$ cat config.mk
export PLATFORM = sky130hd
export DESIGN_NAME = rfsh_req_ctrl
export DESIGN_NICKNAME = d
export VERILOG_FILES = /design/src/rtl/rfsh_pkg.sv /design/src/rtl/rfsh_cfg_regs.sv /design/src/rtl/rfsh_interval.sv /design/src/rtl/rfsh_row_addr.sv /design/src/rtl/rfsh_req_ctrl.sv
export SDC_FILE = /design/constraint.sdc
export NUM_CORES = 1
export LEC_CHECK = 0
export BUFFER_PORTS_ARGS = -buffer_cell sky130_fd_sc_hd__buf_2
export CORE_MARGIN = 4
export CORE_UTILIZATION = 33
export DETAILED_ROUTE_END_ITERATION = 8
export PLACE_DENSITY = 0.58
export SLEW_MARGIN = 30
export SYNTH_ARGS = -nofsm -noshare
export SYNTH_HDL_FRONTEND = slang
export SYNTH_SLANG_ARGS = --single-unit
$ cat constraint.sdc
create_clock -name clk -period 2.45 [get_ports clk]
set_input_delay 0.1225 -clock clk [delete_from_list [all_inputs] [get_ports clk]]
set_output_delay 0.1225 -clock clk [all_outputs]
set_load 0.005 [all_outputs]
$ cat src/rtl/rfsh_pkg.sv
package rfsh_pkg;
    localparam int RF_CNT_W  = 9;
    localparam int RF_ROW_W  = 12;
    localparam int RF_ADDR_W = 20;
    localparam int RF_DATA_W = 16;
    localparam int RF_EN_BIT = 15;

    typedef enum logic [1:0] {
        SEL_BASE = 2'd0,
        SEL_IVAL = 2'd1,
        SEL_CTRL = 2'd2,
        SEL_NONE = 2'd3
    } reg_sel_e;

    typedef enum logic [2:0] {
        CYC_MEMRD = 3'b101,
        CYC_IDLE  = 3'b111
    } cyc_kind_e;

    function automatic cyc_kind_e kind_of(input logic req);
        return req ? CYC_MEMRD : CYC_IDLE;
    endfunction
endpackage

$ cat src/rtl/rfsh_cfg_regs.sv
module rfsh_cfg_regs
    import rfsh_pkg::*;
#(
    parameter int CNT_W  = RF_CNT_W,
    parameter int BASE_W = RF_ADDR_W - RF_ROW_W - 1,
    parameter int DATA_W = RF_DATA_W,
    parameter int EN_BIT = RF_EN_BIT
) (
    input  logic              clk,
    input  logic              rst,
    input  logic              wr,
    input  logic [1:0]        wsel,
    input  logic [DATA_W-1:0] wdata,
    input  logic [1:0]        rsel,
    input  logic [CNT_W-1:0]  cnt_i,
    output logic [DATA_W-1:0] rdata,
    output logic [BASE_W-1:0] base_o,
    output logic [CNT_W-1:0]  ival_o,
    output logic              run_o,
    output logic              start_o
);
    logic en_q;
    logic ctrl_wr;

    assign ctrl_wr = wr && (reg_sel_e'(wsel) == SEL_CTRL);
    assign start_o = ctrl_wr && wdata[EN_BIT] && !en_q;
    assign run_o   = ctrl_wr ? wdata[EN_BIT] : en_q;

    always_ff @(posedge clk) begin
        if (rst) begin
            en_q   <= 1'b0;
            base_o <= '0;
            ival_o <= '0;
        end else begin
            en_q <= run_o;
            if (wr && reg_sel_e'(wsel) == SEL_BASE) base_o <= wdata[BASE_W-1:0];
            if (wr && reg_sel_e'(wsel) == SEL_IVAL) ival_o <= wdata[CNT_W-1:0];
        end
    end

    always_comb begin
        rdata = '0;
        case (reg_sel_e'(rsel))
            SEL_BASE: rdata[BASE_W-1:0] = base_o;
            SEL_IVAL: rdata[CNT_W-1:0]  = ival_o;
            SEL_CTRL: begin
                rdata[EN_BIT]     = en_q;
                rdata[CNT_W-1:0]  = cnt_i;
            end
            default:  rdata = '0;
        endcase
    end

    AST_START_ENABLES: assert property (@(posedge clk) disable iff (rst)
        start_o |=> en_q);
    AST_EN_HOLDS: assert property (@(posedge clk) disable iff (rst)
        !wr |=> $stable(en_q));
endmodule

$ cat src/rtl/rfsh_interval.sv
module rfsh_interval #(
    parameter int CNT_W = rfsh_pkg::RF_CNT_W
) (
    input  logic             clk,
    input  logic             rst,
    input  logic             run_i,
    input  logic             start_i,
    input  logic [CNT_W-1:0] ival_i,
    input  logic             gnt_i,
    output logic [CNT_W-1:0] cnt_o,
    output logic             req_o,
    output logic             take_o
);
    logic tick;

    assign tick   = run_i && !start_i && (cnt_o == '0);
    assign take_o = req_o && gnt_i;

    always_ff @(posedge clk) begin
        if (rst) begin
            cnt_o <= '0;
            req_o <= 1'b0;
        end else begin
            if (start_i)      cnt_o <= ival_i;
            else if (tick)    cnt_o <= ival_i;
            else if (run_i)   cnt_o <= cnt_o - 1'b1;

            if (!run_i)       req_o <= 1'b0;
            else if (tick)    req_o <= 1'b1;
            else if (take_o)  req_o <= 1'b0;
        end
    end

    AST_REQ_HOLD: assert property (@(posedge clk) disable iff (rst)
        run_i && req_o && !gnt_i |=> req_o);
    AST_DROP_OFF: assert property (@(posedge clk) disable iff (rst)
        !run_i |=> !req_o);
    AST_CNT_FROZEN: assert property (@(posedge clk) disable iff (rst)
        !run_i |=> $stable(cnt_o));
    AST_TICK_RAISES: assert property (@(posedge clk) disable iff (rst)
        run_i && !start_i && cnt_o == '0 |=> req_o);
    AST_COUNT_DOWN: assert property (@(posedge clk) disable iff (rst)
        run_i && !start_i && cnt_o != '0 |=> cnt_o == $past(cnt_o) - 1'b1);
endmodule

$ cat src/rtl/rfsh_row_addr.sv
module rfsh_row_addr #(
    parameter int ROW_W  = rfsh_pkg::RF_ROW_W,
    parameter int ADDR_W = rfsh_pkg::RF_ADDR_W,
    localparam int BASE_W = ADDR_W - ROW_W - 1
) (
    input  logic              clk,
    input  logic              rst,
    input  logic              take_i,
    input  logic [BASE_W-1:0] base_i,
    output logic [ADDR_W-1:0] addr_o
);
    logic [ROW_W-1:0] row_q;

    always_ff @(posedge clk) begin
        if (rst)         row_q <= '0;
        else if (take_i) row_q <= row_q + 1'b1;
    end

    assign addr_o = {base_i, row_q, 1'b1};

    AST_ROW_STEP: assert property (@(posedge clk) disable iff (rst)
        take_i |=> row_q == $past(row_q) + 1'b1);
    AST_ROW_STILL: assert property (@(posedge clk) disable iff (rst)
        !take_i |=> $stable(row_q));
endmodule

$ cat src/rtl/rfsh_req_ctrl.sv
module rfsh_req_ctrl
    import rfsh_pkg::*;
#(
    parameter int CNT_W  = RF_CNT_W,
    parameter int ROW_W  = RF_ROW_W,
    parameter int ADDR_W = RF_ADDR_W,
    parameter int DATA_W = RF_DATA_W,
    localparam int BASE_W = ADDR_W - ROW_W - 1
) (
    input  logic              clk,
    input  logic              rst,
    input  logic              cfg_wr,
    input  logic [1:0]        cfg_sel,
    input  logic [DATA_W-1:0] cfg_wdata,
    input  logic [1:0]        cfg_rsel,
    output logic [DATA_W-1:0] cfg_rdata,
    output logic              rf_req,
    input  logic              rf_gnt,
    output logic [ADDR_W-1:0] rf_addr,
    output logic              rf_bhe_n,
    output logic [2:0]        rf_kind
);
    logic [BASE_W-1:0] base;
    logic [CNT_W-1:0]  ival;
    logic [CNT_W-1:0]  cnt;
    logic              run;
    logic              start;
    logic              take;

    rfsh_cfg_regs #(
        .CNT_W(CNT_W), .BASE_W(BASE_W), .DATA_W(DATA_W), .EN_BIT(DATA_W - 1)
    ) u_regs (
        .clk(clk), .rst(rst), .wr(cfg_wr), .wsel(cfg_sel), .wdata(cfg_wdata),
        .rsel(cfg_rsel), .cnt_i(cnt), .rdata(cfg_rdata), .base_o(base),
        .ival_o(ival), .run_o(run), .start_o(start)
    );

    rfsh_interval #(.CNT_W(CNT_W)) u_ival (
        .clk(clk), .rst(rst), .run_i(run), .start_i(start), .ival_i(ival),
        .gnt_i(rf_gnt), .cnt_o(cnt), .req_o(rf_req), .take_o(take)
    );

    rfsh_row_addr #(.ROW_W(ROW_W), .ADDR_W(ADDR_W)) u_row (
        .clk(clk), .rst(rst), .take_i(take), .base_i(base), .addr_o(rf_addr)
    );

    assign rf_bhe_n = 1'b1;
    assign rf_kind  = kind_of(rf_req);

    AST_KIND_TRACKS_REQ: assert property (@(posedge clk) disable iff (rst)
        rf_req |-> rf_kind == 3'b101);
endmodule

==> flow_results.xml <==
<?xml version="1.0" encoding="UTF-8"?>
<metrics>
  <group name="outcome">
    <metric name="run_status" unit="">completed</metric>
  </group>
  <group name="cts">
    <metric name="ctsLongestPathBuffers" unit="">2</metric>
    <metric name="cts_resized" unit="">0</metric>
    <metric name="h-tree-depth" unit="">2</metric>
    <metric name="cts_tree" unit="">yes</metric>
    <metric name="clk_latency" unit="ns">0.29</metric>
    <metric name="clock-sinks" unit="">39</metric>
    <metric name="clkTransAtPathRegs" unit="ns">0.07</metric>
    <metric name="cts_post_setup_buffers_inserted" unit="">0</metric>
    <metric name="holdBufCountCts" unit="">0</metric>
    <metric name="cts_root_buf" unit="">clkbuf_8</metric>
    <metric name="cts_buffers" unit="">5</metric>
  </group>
  <group name="placement">
    <metric name="final_replace_weighted_congestion" unit="">0.856</metric>
    <metric name="dp_hpwl" unit="mm">3.70</metric>
    <metric name="io_buffers" unit="">48</metric>
    <metric name="dpl_worst_slack" unit="ns">0.248</metric>
    <metric name="placed_area" unit="mm²">0.00231</metric>
  </group>
  <group name="detailed_routing">
    <metric name="via_per_inst" unit="">5.12</metric>
    <metric name="ant_nets" unit="">0</metric>
    <metric name="met3RoutedLength" unit="µm">247</metric>
    <metric name="routedWlPerCell" unit="µm">14.2</metric>
    <metric name="drt-initial-drc-count" unit="">113</metric>
    <metric name="top_signal_layer_used" unit="">met4</metric>
    <metric name="dr.pass1.iters" unit="">4</metric>
    <metric name="detail_route.wirelength" unit="mm">5.04</metric>
    <metric name="dr_total_vias" unit="">1819</metric>
    <metric name="m1WireLength" unit="mm">2.56</metric>
    <metric name="drc_errors" unit="">0</metric>
    <metric name="met2_wirelength" unit="mm">2.16</metric>
  </group>
  <group name="sta">
    <metric name="timing.final.crit_share" unit="%">90.7</metric>
    <metric name="final_max_slew_viol_count" unit="">0</metric>
    <metric name="period_minus_slack" unit="ns">2.22</metric>
    <metric name="postLayoutSetupSlackWorst" unit="ns">0.228</metric>
    <metric name="final-hold-violation-count" unit="">0</metric>
    <metric name="setup_total_negative_slack" unit="ns">0</metric>
    <metric name="fmax" unit="MHz">450</metric>
    <metric name="max_slew.worst_pin.slew" unit="ns">0.691</metric>
    <metric name="timing.slew.headroom" unit="%">53.8</metric>
    <metric name="rsz_0062_raised_after_global_routing" unit="">false</metric>
    <metric name="finalSetupViolations" unit="">0</metric>
    <metric name="finClkSkew" unit="ns">0.00495</metric>
  </group>
  <group name="yosys">
    <metric name="synth.yosys.seq_area_share" unit="%">38.4</metric>
    <metric name="yosys.cell_count.top_type" unit="">dfxtp_1</metric>
    <metric name="ys_async_sr_fraction" unit="%">0</metric>
    <metric name="top_post_synthesis_cells_by_area" unit="">dfxtp_1 (38%), mux2i_1 (8.9%), nor2_1 (6.8%)</metric>
    <metric name="synthDominantCellAreaShare" unit="%">38.4</metric>
    <metric name="synth_area_per_cell" unit="µm²">8.72</metric>
    <metric name="synth_top_cell_by_area" unit="">dfxtp_1</metric>
    <metric name="syn_inst" unit="">233</metric>
    <metric name="synth-warning-count" unit="">0</metric>
    <metric name="synth.distinct_cells" unit="">48</metric>
    <metric name="synthTopCellsByCount" unit="">dfxtp_1 (39), nor2_1 (37), mux2i_1 (18)</metric>
    <metric name="dominantRegCellSynth" unit="">dfxtp_1</metric>
    <metric name="yosys_register_bits" unit="">39</metric>
    <metric name="synth-edff-count" unit="">0</metric>
    <metric name="mappedNetlistArea" unit="mm²">0.00203</metric>
  </group>
  <group name="worst_setup_path">
    <metric name="worstPathBufferInverterCount" unit="">1</metric>
    <metric name="slowest_stage_delay_on_critical_path" unit="ns">0.59</metric>
    <metric name="timing.critical_path.fanout_max" unit="">8</metric>
    <metric name="worstPathArrival" unit="ns">2.40</metric>
    <metric name="timing.critical_path.slowest_stage_cell" unit="">or4b_1</metric>
    <metric name="startpoint_class_of_the_critical_path" unit="">flop</metric>
    <metric name="worst_setup_path_end_kind" unit="">flop</metric>
    <metric name="timing.setup.critical_path_class" unit="">reg2reg</metric>
    <metric name="path_cells" unit="">inv_1 -&gt; ha_1 -&gt; or4b_1 -&gt; o21ai_2 -&gt; o21ai_1 -&gt; a311o_1</metric>
    <metric name="cpLargestDelayFamily" unit="">compound AO/OA/AOI/OAI gates</metric>
    <metric name="required" unit="ns">2.63</metric>
  </group>
  <group name="layout">
    <metric name="ff_latch_area" unit="µm²">781</metric>
    <metric name="area_growth_syn_to_layout" unit="%">18.1</metric>
    <metric name="n_fill_cell" unit="">624</metric>
    <metric name="multiInputGateArea" unit="mm²">0.00113</metric>
    <metric name="postLayoutCellArea" unit="mm²">0.00240</metric>
    <metric name="antenna_cells" unit="">0</metric>
    <metric name="post_route_cells_drive_above_1_share" unit="%">22.5</metric>
    <metric name="number_of_nets_at_the_end_of_the_flow" unit="">310</metric>
  </group>
  <group name="global_route">
    <metric name="grt_overflow_total" unit="">0</metric>
    <metric name="grt.total_usage" unit="%">13.7</metric>
    <metric name="grt_pass1_vias" unit="">1645</metric>
    <metric name="antenna_found_initial" unit="">0</metric>
    <metric name="global_route_wire_length_before_repair" unit="mm">8.25</metric>
    <metric name="pin_count_of_the_biggest_net_entering_global_routing" unit="">35</metric>
  </group>
  <group name="floorplan">
    <metric name="die_height" unit="µm">86.4</metric>
    <metric name="floorplan.initialDensity" unit="%">34.1</metric>
    <metric name="floorplan.core_area" unit="mm²">0.00596</metric>
    <metric name="core.rowCount" unit="">28</metric>
    <metric name="ios" unit="">65</metric>
    <metric name="die_area" unit="mm²">0.00747</metric>
    <metric name="die_w" unit="µm">86.4</metric>
  </group>
  <group name="power">
    <metric name="vdd_drop_max" unit="mV">0.251</metric>
    <metric name="power_density" unit="mW/mm²">509</metric>
    <metric name="p_total" unit="W">0.00122</metric>
    <metric name="total_leakage_power" unit="nW">1.08</metric>
  </group>
  <group name="flow_run">
    <metric name="maxCapViolations" unit="">0</metric>
  </group>
  <group name="min_path">
    <metric name="holdCritPathClass" unit="">in2reg</metric>
  </group>
</metrics>
## worst paths after layout
path	startpoint	end	slack (ns)	cells after the start
hold / removal	cfg_wdata[7]	u_regs.ival_o[7]$_SDFFE_PP0P_	0.06	3
setup reg to reg	u_ival.cnt_o[0]$_SDFFE_PP0P_	u_ival.cnt_o[3]$_SDFFE_PP0P_	0.23	6
hold reg to reg	u_row.row_q[1]$_SDFFE_PP0P_	u_row.row_q[1]$_SDFFE_PP0P_	0.51	2
setup / recovery	u_ival.cnt_o[0]$_SDFFE_PP0P_	u_ival.cnt_o[3]$_SDFFE_PP0P_	0.23	6
## metrics by stage
step	instances	hold slack (ns)	util, %
CTS	355	0.0609	40.3
finish	355	0.0633	40.3
global placement	348	0.352	38.8
global route	355	0.0761	40.3
floorplan	241	0.266	-
detailed placement	348	0.362	38.8
## sequential cells by signal, indices dropped and copies added (netlist names)
signal / flops
u_regs.ival_o: 9
u_row.row_q: 12
u_ival.cnt_o: 9
u_ival.req_o: 1
u_regs.en_q: 1
u_regs.base_o: 7
## final cells by class
type | instances | share of cell area, %
multi-input cells | 172 | 47.1
flip-flops and latches | 39 | 32.6
repair buffers | 52 | 11.3
well taps | 75 | 3.91
clock buffers | 6 | 3.44
inverters | 10 | 1.56
clock inverters | 1 | 0.209
## power by group
| part | total [W] | internal (W) | switching, W |
|---|---|---|---|
| Clock | 0.000439 | 0.000221 | 0.000219 |
| Combinational | 0.000122 | 0.0000507 | 0.0000716 |
| Sequential | 0.000659 | 0.000645 | 0.0000140 |
## per-layer routing
| layer | vias to the layer above | global-route usage (%) |
|---|---|---|
| met3 | 5 | 2.57 |
| met4 | 0 | 4.25 |
| met1 | 851 | 19.8 |
| met5 | - | 0 |
| met2 | 49 | 20.7 |
| li1 | 914 | - |
## cells in the final DEF (no fill, tap or decap), types with 5 or more instances in the layout
cell type	synthesis	layout
nor3_1	7	7
o21ai_0	5	5
a222oi_1	7	7
clkbuf_8	0	6
xnor2_1	5	5
a21oi_1	8	8
nand2_1	12	12
dfxtp_1	39	39
conb_1	2	10
nor2_1	37	37
nand4_1	5	5
inv_1	9	9
ha_1	6	6
mux2i_1	18	18
buf_2	1	48
## tightest hold or removal path, delay by kind of cell
kind | cells | cell delay [ns]
buf+inv | 1 | 0.07
mux | 1 | 0.05
simple gates | 1 | 0.07
## logic make-up after synthesis
family	after synthesis	share of synthesized area [%]
simple gates	87	20.9
compound gates	40	15.3
flops	39	38.4
buf+inv	30	7.45
mux	20	9.98
xor+xnor	9	3.88
fa+ha+maj	6	3.70
other cells	2	0.370
Power figures use the tool's default switching activity.
